$ cat src/rtl/sp_pkg.sv
package sp_pkg;
  localparam int VF_W = 13;

  typedef enum logic [1:0] {
    VOTE_NORM2 = 2'd0,
    VOTE_NORM1 = 2'd1,
    VOTE_INV1  = 2'd2,
    VOTE_INV2  = 2'd3
  } vote_t;

  function automatic vote_t vote_step(vote_t v, logic toward_inv);
    vote_t r;
    r = v;
    if (toward_inv) begin
      if (v != VOTE_INV2) r = vote_t'(v + 2'd1);
    end else begin
      if (v != VOTE_NORM2) r = vote_t'(v - 2'd1);
    end
    return r;
  endfunction
endpackage

$ cat src/rtl/sp_polarity.sv
module sp_polarity #(
  parameter int RUN_W = 16
) (
  input  logic clk,
  input  logic rst,
  input  logic sync_raw,
  output logic corr,
  output logic inverted
);
  import sp_pkg::*;
  localparam logic [RUN_W-1:0] RMAX = '1;

  logic raw_q, raw_d;
  logic [RUN_W-1:0] run_len, hi_len;
  vote_t vote;

  always_ff @(posedge clk) begin
    if (rst) begin
      raw_q   <= 1'b0;
      raw_d   <= 1'b0;
      run_len <= '0;
      hi_len  <= '0;
      vote    <= VOTE_NORM2;
      corr    <= 1'b0;
    end else begin
      raw_q <= sync_raw;
      raw_d <= raw_q;
      if (raw_q != raw_d) run_len <= RUN_W'(1);
      else if (run_len != RMAX) run_len <= run_len + RUN_W'(1);
      if (!raw_q && raw_d) hi_len <= run_len;
      if (raw_q && !raw_d) vote <= vote_step(vote, run_len < hi_len);
      corr <= raw_q ^ vote[1];
    end
  end

  assign inverted = vote[1];

  // the flag never jumps straight between the two strong states
  a_r1_vote_steps: assert property (@(posedge clk) disable iff (rst)
    (vote == VOTE_NORM2) |=> (vote != VOTE_INV2));
endmodule

$ cat src/rtl/sp_presence.sv
module sp_presence #(
  parameter int WIN = 1024
) (
  input  logic clk,
  input  logic rst,
  input  logic sig,
  output logic start,
  output logic present
);
  localparam int CW = $clog2(WIN + 1);
  localparam logic [CW-1:0] LIMIT = CW'(WIN);

  logic sig_d;
  logic [CW-1:0] quiet;

  assign start = sig & ~sig_d;

  always_ff @(posedge clk) begin
    if (rst) begin
      sig_d   <= 1'b0;
      quiet   <= '0;
      present <= 1'b0;
    end else begin
      sig_d <= sig;
      if (start) begin
        quiet   <= '0;
        present <= 1'b1;
      end else if (quiet == LIMIT) begin
        present <= 1'b0;
      end else begin
        quiet <= quiet + CW'(1);
      end
    end
  end

  // a rising edge always marks the sync present on the next cycle
  a_r5_edge_sets: assert property (@(posedge clk) disable iff (rst)
    start |=> present);
endmodule

$ cat src/rtl/sp_csep.sv
module sp_csep #(
  parameter int VTH = 50
) (
  input  logic clk,
  input  logic rst,
  input  logic hin,
  output logic vsep
);
  localparam int AW = $clog2(VTH + 1);
  localparam logic [AW-1:0] AMAX = AW'(VTH);

  logic [AW-1:0] act;

  always_ff @(posedge clk) begin
    if (rst) begin
      act  <= '0;
      vsep <= 1'b0;
    end else begin
      if (!hin) act <= '0;
      else if (act != AMAX) act <= act + AW'(1);
      vsep <= hin && (act == AMAX);
    end
  end

  // a separated frame pulse only follows an active composite level
  a_r7_sep_from_active: assert property (@(posedge clk) disable iff (rst)
    $rose(vsep) |-> $past(hin));
endmodule

$ cat src/rtl/sp_meas.sv
module sp_meas #(
  parameter int CNT_W  = 13,
  parameter int LINE_W = 11,
  parameter int HMIN   = 64
) (
  input  logic              clk,
  input  logic              rst,
  input  logic              v_start,
  input  logic              h_start,
  output logic [CNT_W-1:0]  vfreq,
  output logic [LINE_W-1:0] lines,
  output logic              too_fast
);
  localparam logic [CNT_W-1:0]  CMAX = '1;
  localparam logic [LINE_W-1:0] LMAX = '1;
  localparam int HW = $clog2(HMIN + 1);
  localparam logic [HW-1:0] HMAX = HW'(HMIN);
  localparam logic [HW-1:0] HLIM = HW'(HMIN - 1);

  logic [CNT_W-1:0]  fcnt;
  logic [LINE_W-1:0] lcnt;
  logic [HW-1:0]     hpc;

  always_ff @(posedge clk) begin
    if (rst) begin
      fcnt  <= '0;
      vfreq <= '0;
      lcnt  <= '0;
      lines <= '0;
    end else if (v_start) begin
      vfreq <= (fcnt == CMAX) ? CMAX : fcnt + CNT_W'(1);
      fcnt  <= '0;
      lines <= lcnt;
      lcnt  <= h_start ? LINE_W'(1) : '0;
    end else begin
      if (fcnt != CMAX) fcnt <= fcnt + CNT_W'(1);
      if (h_start && lcnt != LMAX) lcnt <= lcnt + LINE_W'(1);
    end
  end

  always_ff @(posedge clk) begin
    if (rst) begin
      hpc      <= HMAX;
      too_fast <= 1'b0;
    end else if (h_start) begin
      too_fast <= hpc < HLIM;
      hpc      <= '0;
    end else if (hpc != HMAX) begin
      hpc <= hpc + HW'(1);
    end
  end

  // measurements move only at a frame start
  a_r4_hold_between_frames: assert property (@(posedge clk) disable iff (rst)
    !v_start |=> ($stable(vfreq) && $stable(lines)));
endmodule

$ cat src/rtl/sp_freegen.sv
module sp_freegen #(
  parameter int VPER = 31488,
  parameter int VPW  = 200,
  parameter int HPER = 640,
  parameter int HPW  = 48
) (
  input  logic clk,
  input  logic rst,
  input  logic run,
  output logic gen_v,
  output logic gen_h
);
  localparam int VW = $clog2(VPER);
  localparam int HW = $clog2(HPER);
  localparam logic [VW-1:0] VLAST = VW'(VPER - 1);
  localparam logic [HW-1:0] HLAST = HW'(HPER - 1);

  logic [VW-1:0] vcnt;
  logic [HW-1:0] hcnt;

  always_ff @(posedge clk) begin
    if (rst || !run) begin
      vcnt  <= '0;
      hcnt  <= '0;
      gen_v <= 1'b0;
      gen_h <= 1'b0;
    end else begin
      vcnt  <= (vcnt == VLAST) ? '0 : vcnt + VW'(1);
      hcnt  <= (hcnt == HLAST) ? '0 : hcnt + HW'(1);
      gen_v <= vcnt < VW'(VPW);
      gen_h <= hcnt < HW'(HPW);
    end
  end

  // an idle generator drives nothing
  a_r8_idle_low: assert property (@(posedge clk) disable iff (rst)
    !run |=> (!gen_v && !gen_h));
endmodule

$ cat src/rtl/sync_proc.sv
module sync_proc #(
  parameter int CNT_W  = sp_pkg::VF_W,
  parameter int LINE_W = 11,
  parameter int H_LOSS = 1024,
  parameter int V_LOSS = 16384,
  parameter int HMIN   = 64,
  parameter int VTH    = 50,
  parameter int VPER   = 31488,
  parameter int HPER   = 640
) (
  input  logic              clk,
  input  logic              rst,
  input  logic              hsync_in,
  input  logic              vsync_in,
  input  logic              out_sel,
  input  logic              csync_mode,
  input  logic              vs_irq_en,
  input  logic              irq_clr,
  output logic              hsync_out,
  output logic              vsync_out,
  output logic              h_pol,
  output logic              v_pol,
  output logic              h_present,
  output logic              v_present,
  output logic              h_too_fast,
  output logic              meas_valid,
  output logic [CNT_W-1:0]  vfreq,
  output logic [LINE_W-1:0] lines,
  output logic              frame_irq
);
  logic h_corr, v_corr, v_sep, v_src;
  logic h_start, v_start, gen_v, gen_h;

  sp_polarity u_hpol (.clk(clk), .rst(rst), .sync_raw(hsync_in), .corr(h_corr), .inverted(h_pol));
  sp_polarity u_vpol (.clk(clk), .rst(rst), .sync_raw(vsync_in), .corr(v_corr), .inverted(v_pol));

  sp_csep #(.VTH(VTH)) u_sep (.clk(clk), .rst(rst), .hin(h_corr), .vsep(v_sep));

  assign v_src = csync_mode ? v_sep : v_corr;

  sp_presence #(.WIN(H_LOSS)) u_hdet (.clk(clk), .rst(rst), .sig(h_corr), .start(h_start), .present(h_present));
  sp_presence #(.WIN(V_LOSS)) u_vdet (.clk(clk), .rst(rst), .sig(v_src), .start(v_start), .present(v_present));

  sp_meas #(.CNT_W(CNT_W), .LINE_W(LINE_W), .HMIN(HMIN)) u_meas (
    .clk(clk), .rst(rst), .v_start(v_start), .h_start(h_start),
    .vfreq(vfreq), .lines(lines), .too_fast(h_too_fast));

  sp_freegen #(.VPER(VPER), .HPER(HPER)) u_gen (
    .clk(clk), .rst(rst), .run(!(h_present && v_present)), .gen_v(gen_v), .gen_h(gen_h));

  assign meas_valid = h_present && v_present && !h_too_fast;

  always_ff @(posedge clk) begin
    if (rst) begin
      hsync_out <= 1'b0;
      vsync_out <= 1'b0;
      frame_irq <= 1'b0;
    end else begin
      hsync_out <= out_sel ? h_corr : gen_h;
      vsync_out <= out_sel ? v_src : gen_v;
      if (v_start && vs_irq_en) frame_irq <= 1'b1;
      else if (irq_clr) frame_irq <= 1'b0;
    end
  end

  // with the enable off an idle interrupt stays idle
  a_r10_no_irq_when_off: assert property (@(posedge clk) disable iff (rst)
    (!frame_irq && !vs_irq_en) |=> !frame_irq);
endmodule

$ cat config.mk
export PLATFORM = sky130hd
export DESIGN_NAME = sync_proc
export DESIGN_NICKNAME = d
export VERILOG_FILES = /design/src/rtl/sp_pkg.sv /design/src/rtl/sp_polarity.sv /design/src/rtl/sp_presence.sv /design/src/rtl/sp_csep.sv /design/src/rtl/sp_meas.sv /design/src/rtl/sp_freegen.sv /design/src/rtl/sync_proc.sv
export SDC_FILE = /design/constraint.sdc
export NUM_CORES = 1
export LEC_CHECK = 0
export ABC_CLOCK_PERIOD_IN_PS = 1600
export BUFFER_PORTS_ARGS = -buffer_cell sky130_fd_sc_hd__clkbuf_2
export CAP_MARGIN = 20
export CELL_PAD_IN_SITES_DETAIL_PLACEMENT = 1
export CELL_PAD_IN_SITES_GLOBAL_PLACEMENT = 1
export CORE_MARGIN = 3
export CORE_UTILIZATION = 43
export DETAILED_ROUTE_END_ITERATION = 7
export PLACE_DENSITY_LB_ADDON = 0.1
export SYNTH_ARGS = -nofsm -noshare
export SYNTH_HDL_FRONTEND = slang
export SYNTH_SLANG_ARGS = --single-unit
$ cat constraint.sdc
create_clock -name clk -period 1.6 [get_ports clk]
set_input_delay 0.16 -clock clk [delete_from_list [all_inputs] [get_ports clk]]
set_output_delay 0.16 -clock clk [all_outputs]
set_load 0.1 [all_outputs]
# ---- After elaboration in Yosys (flattened, before gate mapping)
# Index checks and enable logic that the tools add are counted.
dict set report classes {
  n_eq_ne 18
  n_reduce_logical 35
  n_bitwise 7
  magnitude_cmp 5
  muxes 25
  add_sub_neg 14
}
# operator n
set op_table {}
lappend op_table {{16-bit by 1-bit adder with 16-bit output (second input constant)} 2}
lappend op_table {{16-bit < comparator} 2}
lappend op_table {{16-bit != test (second input constant)} 2}
lappend op_table {{15-bit by 1-bit adder with 15-bit output (second input constant)} 2}
lappend op_table {{15-bit equality test (second input constant)} 2}
lappend op_table {{11-bit by 1-bit adder with 11-bit output (second input constant)} 2}
lappend op_table {{11-bit two-way mux} 2}
lappend op_table {{2-bit nonzero test} 11}
lappend op_table {{15-bit by 8-bit < comparator with 1-bit output (second input constant)} 1}
lappend op_table {{1-bit two-way mux} 14}
lappend op_table {{7-bit two-way mux} 2}
lappend op_table {{2-bit OR reduction} 7}
lappend op_table {{13-bit by 1-bit adder with 13-bit output (second input constant)} 1}
lappend op_table {{13-bit equality test (second input constant)} 1}
lappend op_table {{13-bit two-way mux} 1}
lappend op_table {{13-bit != test (second input constant)} 1}
lappend op_table {{2-bit two-way mux} 6}
lappend op_table {{11-bit equality test (second input constant)} 1}
lappend op_table {{11-bit != test (second input constant)} 1}
lappend op_table {{10-bit by 1-bit adder with 10-bit output (second input constant)} 1}
lappend op_table {{10-bit equality test (second input constant)} 1}
lappend op_table {{10-bit by 6-bit < comparator with 1-bit output (second input constant)} 1}
lappend op_table {{1-bit logical AND} 9}
lappend op_table {{2-bit != test (second input constant)} 4}
lappend op_table {{other kinds (15)} 27}
dict set report word_totals {
  elab_cells 140
  out_inout_bits 33
  inputBits 8
  ff_bits 197
}

# ---- Longest topological paths before layout
# Gate-level depths: netlist (run 1).
dict set report depth {
  ltp_word 5
  mapped_depth 7
  depth_no_buf 7
}

# ---- Cells and area by module
# A second synthesis (run 1) with hierarchy kept.
dict set report unflattened {
  cells_unflattened 1039
  area_unflattened_um2 9539.1
}
# module seq_area_each_um2 cells_each area_each_um2 instances
set by_module_without_submodules {}
lappend by_module_without_submodules {sp_polarity 740.7 214 2016.9 2}
lappend by_module_without_submodules {sp_meas 1121.1 274 2448.6 1}
lappend by_module_without_submodules {sp_freegen 540.5 124 1151.1 1}
lappend by_module_without_submodules {{sp_presence (u_vdet)} 340.3 96 840.8 1}
lappend by_module_without_submodules {{sp_presence (u_hdet)} 260.2 69 618.1 1}
lappend by_module_without_submodules {sp_csep 140.1 34 314.1 1}
lappend by_module_without_submodules {sync_proc 60.1 14 132.6 1}

# ---- Least setup slack after synthesis (run 1)
# OpenSTA, ideal clock, no wires.
dict set report synth_timing {
  path_kind {register -> output}
  startpoint {register u_hdet.present}
  endpoint {output port meas_valid}
  t_required_ns 1.440
  arrival_ns 2.399
  n_path_buf 0
  setup_slack_ns -0.959
  stages_incl_launch_ff 3
  cell_sequence {dfxtp_1 -> nand2_1 -> nor2_1}
}
dict set report synth_between {
  elab_chain_cells 2
}
# element line_no
set synth_lines {}
lappend synth_lines {{start, declared} sp_presence.sv:8} ;# output logic present
lappend synth_lines {{start signal, assigned} sp_presence.sv:22} ;# present <= 1'b0;
lappend synth_lines {{start signal, assigned} sp_presence.sv:27} ;# present <= 1'b1;
lappend synth_lines {{start signal, assigned} sp_presence.sv:29} ;# present <= 1'b0;
lappend synth_lines {{1-bit logical AND (2 in a row)} sync_proc.sv:51} ;# assign meas_valid = h_present && v_present && !h_too_fast;
lappend synth_lines {{end, declared} sync_proc.sv:26} ;# output logic meas_valid,
# No other way between the ends.

# ---- Final worst setup path (run 1)
dict set report layout_timing {
  startpoint {register u_vpol.run_len[7]}
  endpoint {register u_vpol.run_len[5]}
}
dict set report layout_between {
  elab_chain_cells 1
}
# element line_no
set layout_lines {}
lappend layout_lines {{start, declared} sp_polarity.sv:14} ;# logic [RUN_W-1:0] run_len, hi_len;
lappend layout_lines {{start signal, assigned} sp_polarity.sv:29} ;# else if (run_len != RMAX) run_len <= run_len + RUN_W'(1);
lappend layout_lines {{16-bit != test} sp_polarity.sv:29}
# No other way between the ends.
# A chain may end at the register's enable or synchronous reset.

==> out/qor.yml, run 1 <==
min_period_over_period_pct: 102.2
use_met1_pct: 25.83
post-place-cells: 1414
grt_start_max_net_pins: 77
fp.dieW_um: 151.2
wl_per_cell_um: 16.02
powerDensity_nw_per_um2: 876.0
violations: "setup timing"
power.combinational.fraction_pct: 8.7
mostFrequentLayoutCells: "nor2_1 (182), dfxtp_1 (148), buf_4 (110), nand2_1 (72), xor2_1 (51)"
start_util_pct: 44.23
yosysWarnings: 0
required_ns: 1.92
synth_top_flop_cell: "dfxtp_1"
fin_nets: 1237
clock.fmax_ghz: 0.6117
core_area_um2: 20490
synthArstFlopShare_pct: 0
dieArea_um2: 22860
via_per_inst: 5.230
drt_pass1_iterations: 4
postSynthAreaPerCell_um2: 8.784
top_usage_layer: "met2"
placed_area_um2: 10300
cts_tree: "built"
hold-path-cell-count: 4
routed_wl_um: 23430
clockRootBuffer: "clkbuf_16"
fin_ws_ns: -0.03484
synth.top_cell.area_share_pct: 43.51
holdWs_ns: 0.03291
drc: 0
portBuffers: 40
leakagePower_uw: 0.004467
yosysSeqAreaShare_pct: 43.51
clockPowerShare_pct: 41.8
antennaDiodeCount: 0
rows: 52
worst_pin_slew_ns: 0.5902
cts_made_buffers: 17
ir_drop_v: 0.0006476
synth-seq-cells: 197
gr-total-overflow: 0
seqPwrFrac_pct: 49.5
fin_area_um2: 11690
final_common_cell: "nor2_1"
grt_use_total_pct: 20.15
synth_cell_types: 67
synth_nets: 1088
min_period_ns: 1.635
antenna_found_initial: 0
pin_count: 41
via_count: 7652
switching_power_uw: 2522
drtAntennaViolNets: 0
drtIter0Drc: 215
drive_gt1_share_pct: 29.42
clk_pin_slew_worst_paths_ns: 0.07
synth.cell_area_um2: 9065
p_int_uw: 7714
hpwlAfterDp_um: 15160
clock_path_buffers: 2
syn2layout_area_growth_pct: 28.92
die_h_um: 151.2
final_util_pct: 57.02
start_kind: "flop"
grt_pass1_vias: 7782
fin_skew_ns: 0.01334
grt_setup_unrepaired: "yes"
synth_edf_count: 0
cts_sinks: 197
setup_viol: 8
clk_latency_ns: 0.44
met2_usage_pct: 34.90
slew_headroom_pct: 60.82
stdcell_count: 1463
cp_max_fo: 6
holdCritPathClass: "in2reg"
cp.arrival_ns: 1.96
grt_pass1_wl_um: 37370
drv_cap: 0
switching_share_pct: 24.64
syn_inst: 1032
gp_congestion: 0.7664
cts.htree.levels: 4
status: "finished, violations left"
reg2reg_depth: 6
use_met3_pct: 4.189
hold_viol: 0
synth_top_cell_by_area: "dfxtp_1"
endpoint_kind: "flop"
crit_type: "reg2reg"
drv_slew: 0
synthTopCellsByArea: "dfxtp_1 (44%), nor2_1 (7.8%), ha_1 (6.6%)"
routing by layer:
layer  wire length [µm]  part of all wire [%]  vias to the layer above
met5                  0                     0                        -
met4                354                   1.5                        0
met3                492                   2.1                       24
met2              11620                    50                       59
met1              10970                    47                     3732
li1                   -                     -                     3837
sequential cells by signal (all words and copies together) (netlist names), 2 cells and up:
name and count:
u_hpol.hi_len 16, u_hpol.run_len 16, u_vpol.hi_len 16, u_vpol.run_len 16, u_gen.vcnt 15, u_vdet.quiet 15
u_meas.fcnt 13, u_meas.vfreq 13, u_hdet.quiet 11, u_meas.lcnt 11, u_meas.lines 11, u_gen.hcnt 10
u_meas.hpc 7, u_sep.act 6, u_hpol.vote 2, u_vpol.vote 2
cells in the mapped netlist, types with 7 or more instances:
master    instances
a21oi_1          37
and2_1           10
and3_1           17
and4_1            8
buf_1             7
clkbuf_1         15
dfxtp_1         197
ha_1             48
inv_1            56
mux2i_1          36
nand2_1          76
nand3_1          45
nand4_1          23
nor2_1          189
nor2b_1          10
nor3_1           18
nor4_1            8
o211ai_1         11
o21ai_0          34
or3_1             8
xnor2_1          32
xor2_1           51
worst max-delay path: stages, from the launching register on:
cell and delay [ns]:
dfxtp_4 0.37, and4_4 0.25, nand4_1 0.19, buf_6 0.22
o21ai_1 0.20, xor2_1 0.23, nor2_1 0.06
worst paths after layout:
path | from | end | slack, ns
setup / recovery | u_vpol.run_len[7] | u_vpol.run_len[5] | -0.03
hold / removal | irq_clr | frame_irq | 0.03
setup reg to reg | u_vpol.run_len[7] | u_vpol.run_len[5] | -0.03
hold reg to reg | u_meas.vfreq[1] | u_meas.vfreq[1] | 0.44
stage by stage:
step           worst slack, ns  setup TNS [ns]  power (µW)
2_1_floorplan         0.006977               0        5675
3_3_place_gp          -0.07261         -0.1301        5939
3_5_place_dp           -0.2045         -0.7764        5964
4_1_cts               -0.04259         -0.1598       10310
5_1_grt                -0.1367          -1.601       10660
6_report              -0.03484         -0.1304       10240
power groups by stage:
stage               sequential [µW]  combinational [µW]  clock, µW
finish                         5070                 893       4270
global route                   5080                 983       4590
CTS                            5070                 856       4380
detailed placement             5180                 784          0
global placement               5180                 763          0
floorplan                      5280                 390          0
cell type report:
class	count	area [µm²]
Clock buffer	20	446.7
Multi-Input combinational cell	746	5331
Clock inverter	11	126.4
Sequential cell	197	4023
Inverter	56	210.2
Timing Repair Buffer	163	1211
Fill cell	2381	8808
Tap cell	270	337.8
logic make-up after synthesis:
family	count (synthesis)	share of synthesized area, %
AOI/OAI and AO/OA	132	9.621
DFF	197	43.51
xor gates and xnor gates	83	8.019
buffers and inverters	89	4.099
and+or+nand+nor	444	23.75
adders and majority gates	48	6.625
muxes	39	4.375
what timing repair did:
item | in CTS | in global routing
pin swaps | 13 | 46
buffers inserted | 2 | 13
resized for setup | 42 | 126
endpoints found under the setup margin | 23 | 68
hold endpoints to repair | 4 | 0
cloned | 0 | 0
hold buffers | 4 | 0
Note: power is estimated with default switching activity, not from simulation.
==> inputs of run 2 (changes only) <==
--- a/config.mk
+++ b/config.mk
@@ -10,10 +10,13 @@
 export CAP_MARGIN = 20
 export CELL_PAD_IN_SITES_DETAIL_PLACEMENT = 1
 export CELL_PAD_IN_SITES_GLOBAL_PLACEMENT = 1
+export CORE_ASPECT_RATIO = 0.75
 export CORE_MARGIN = 3
 export CORE_UTILIZATION = 43
+export CTS_CLUSTER_SIZE = 30
 export DETAILED_ROUTE_END_ITERATION = 7
 export PLACE_DENSITY_LB_ADDON = 0.1
+export RECOVER_POWER = 25
 export SYNTH_ARGS = -nofsm -noshare
 export SYNTH_HDL_FRONTEND = slang
 export SYNTH_SLANG_ARGS = --single-unit
==> run 2 against run 1 <==
Compared with the run above: the flow still finishes with violations (setup timing); sequential power about the same; critical path type unchanged; total power down 2.9%; critical endpoint is now u_vpol.vote[0]; via count up 0.26%.
==> out/qor.yml, run 2 (synthesis gave the netlist of run 1 again) <==
holdWs_ns: 0.02622  # -0.006690 ns
via_per_inst: 5.132  # -1.9%
drv_slew: 0  # unchanged
crit_type: "reg2reg"
final_common_cell: "nor2_1"
slew_headroom_pct: 60.25  # -0.57 points
cp.arrival_ns: 1.97  # about the same
clk_latency_ns: 0.44  # about the same
hold-path-cell-count: 4  # unchanged
required_ns: 1.90  # -0.02 ns
worst_pin_slew_ns: 0.5963  # +0.006066 ns
seqPwrFrac_pct: 51.0  # +1.5 points
drt_pass1_iterations: 4  # unchanged
fin_area_um2: 11620  # -0.52%
timing.rr.end: "u_vpol.vote[0]"
r2r_slack_ns: -0.07  # -0.04 ns
hpwlAfterDp_um: 16300  # +7.5%
leakagePower_uw: 0.004474  # +0.16%
power_uw: 9937  # -2.9%
drive_gt1_share_pct: 28.19  # -1.2 points
switching_power_uw: 2557  # +1.4%
ir_drop_v: 0.0007193  # +11%
gr-total-overflow: 0  # unchanged
clockRootBuffer: "clkbuf_16"
pin_count: 41  # unchanged
grt_use_total_pct: 20.28  # +0.13 points
fin_nets: 1256  # +1.5%
grt_pass1_vias: 7754  # -0.36%
powerDensity_nw_per_um2: 854.8  # -2.4%
min_period_ns: 1.671  # +0.03574 ns
endpoint_kind: "flop"
switching_share_pct: 25.73  # +1.1 points
portBuffers: 40  # unchanged
power.combinational.fraction_pct: 9.0  # +0.3 points
clockPowerShare_pct: 40.0  # -1.8 points
crit_chain: "ha_1 -> nand4_1 -> o311a_1 -> o221ai_2 -> o311ai_2"
grt_pass1_wl_um: 38580  # +3.2%
gp_congestion: 0.7578  # -1.1%
holdCritPathClass: "in2reg"
hp-start: "irq_clr"
clock.fmax_ghz: 0.5986  # -2.1%
min_period_over_period_pct: 104.4  # +2.2 points
clock_path_buffers: 2  # unchanged
cts_sinks: 197  # unchanged
setup_viol: 3  # -5
wl_per_cell_um: 15.85  # -1.0%
start_util_pct: 44.35  # +0.12 points
mostFrequentLayoutCells: "nor2_1 (182), dfxtp_1 (162), buf_4 (122), nand2_1 (75), xor2_1 (51)"
drtIter0Drc: 280  # +30%
dieArea_um2: 22880  # about the same
drtAntennaViolNets: 0  # unchanged
nFillCells: 2428  # +2.0%
via_count: 7672  # +0.26%
post-place-cells: 1440  # +1.8%
antennaDiodeCount: 0  # unchanged
cts.htree.levels: 4  # unchanged
cts_tree: "built"
critPathSlowestCell: "o311a_1"
min_delay_worst_endpoint: "frame_irq"
start_kind: "flop"
fp.dieW_um: 173.7  # +15%
routed_wl_um: 23700  # +1.1%
clk_pin_slew_worst_paths_ns: 0.08  # about the same
stdcell_count: 1495  # +2.2%
r2r_start: "u_vpol.run_len[4]"
die_h_um: 131.7  # -13%
placed_area_um2: 10410  # +1.0%
rows: 45  # -13%
cp_max_fo: 5  # -1
reg2reg_depth: 5  # -1
antenna_found_initial: 0  # unchanged
syn2layout_area_growth_pct: 28.24
final.setup.tns_ns: -0.1768  # -0.04637 ns
hold_viol: 0  # unchanged
p_int_uw: 7381  # -4.3%
worst_path_largest_cell_delay_ns: 0.39  # +0.02 ns
drv_cap: 0  # unchanged
core_area_um2: 20440  # -0.27%
violations: "setup timing"
fin_ws_ns: -0.07058  # -0.03574 ns
drc: 0  # unchanged
fin_skew_ns: 0.01367  # +0.0003322 ns
status: "finished, violations left"
grt_start_max_net_pins: 57  # -26%
grt_setup_unrepaired: "yes"
cts_made_buffers: 17  # unchanged
## run 2: area by class of cell
| class | count | area (µm²) | area share [%] |
|---|---|---|---|
| clock buffer | 19 | 432.9 | 3.724 |
| timing repair buffer | 182 | 1304 | 11.22 |
| inverter | 56 | 210.2 | 1.808 |
| sequential | 197 | 4000 | 34.41 |
| tap | 282 | 352.8 | 3.035 |
| multi-input combinational | 746 | 5223 | 44.93 |
| clock inverter | 13 | 102.6 | 0.8826 |
## run 2: layer usage
layer,GRT usage [%],routed length [µm],up-vias
li1,-,-,3874
met2,34.28,11520,50
met5,0,0,-
met1,27.41,11550,3735
met3,3.598,449,13
met4,4.152,176,0
## run 2: how the worst max path moves through the flow
| stage | from | to | slack (ns) | depth (start not counted) |
|---|---|---|---|---|
| floorplan | u_vpol.hi_len[15] | u_vpol.vote[1] | 0.007 | 7 |
| global placement | u_vpol.hi_len[15] | u_vpol.vote[1] | -0.19 | 7 |
| detailed placement | u_vpol.hi_len[15] | u_vpol.vote[0] | -0.31 | 7 |
| CTS | u_meas.hpc[1] | u_meas.hpc[1] | -0.07 | 6 |
| global route | u_vpol.run_len[4] | u_vpol.vote[0] | -0.15 | 5 |
| finish | u_vpol.run_len[4] | u_vpol.vote[0] | -0.07 | 5 |
## run 2: stage by stage
step | worst slack, ns | utilization [%]
finish | -0.07058 | 56.88
floorplan | 0.006977 | -
global route | -0.1485 | 56.88
global placement | -0.1914 | 50.93
detailed placement | -0.3073 | 50.93
CTS | -0.06753 | 54.70
## run 2: critical path, delay by kind of cell (launching register included)
kind                       cells  cell delay, ns
AOI/OAI and AO/OA              3            0.72
adders and majority gates      1            0.31
DFF                            1            0.38
and+or+nand+nor                1            0.12
## run 2: what timing repair did
action | in CTS | in global routing
endpoints found under the setup margin | 38 | 72
gates resized for setup | 43 | 104
hold buffers | 4 | 0
gates cloned | 0 | 1
pin swaps | 17 | 46
buffers inserted | 6 | 13
hold endpoints to repair | 4 | 0
## run 2: power by group through the flow
stage	combinational, µW	sequential, µW	clock (µW)
3_5_place_dp	794	5180	0
6_report	890	5070	3980
3_3_place_gp	762	5170	0
5_1_grt	976	5080	4320
2_1_floorplan	390	5280	0
4_1_cts	883	5070	4120
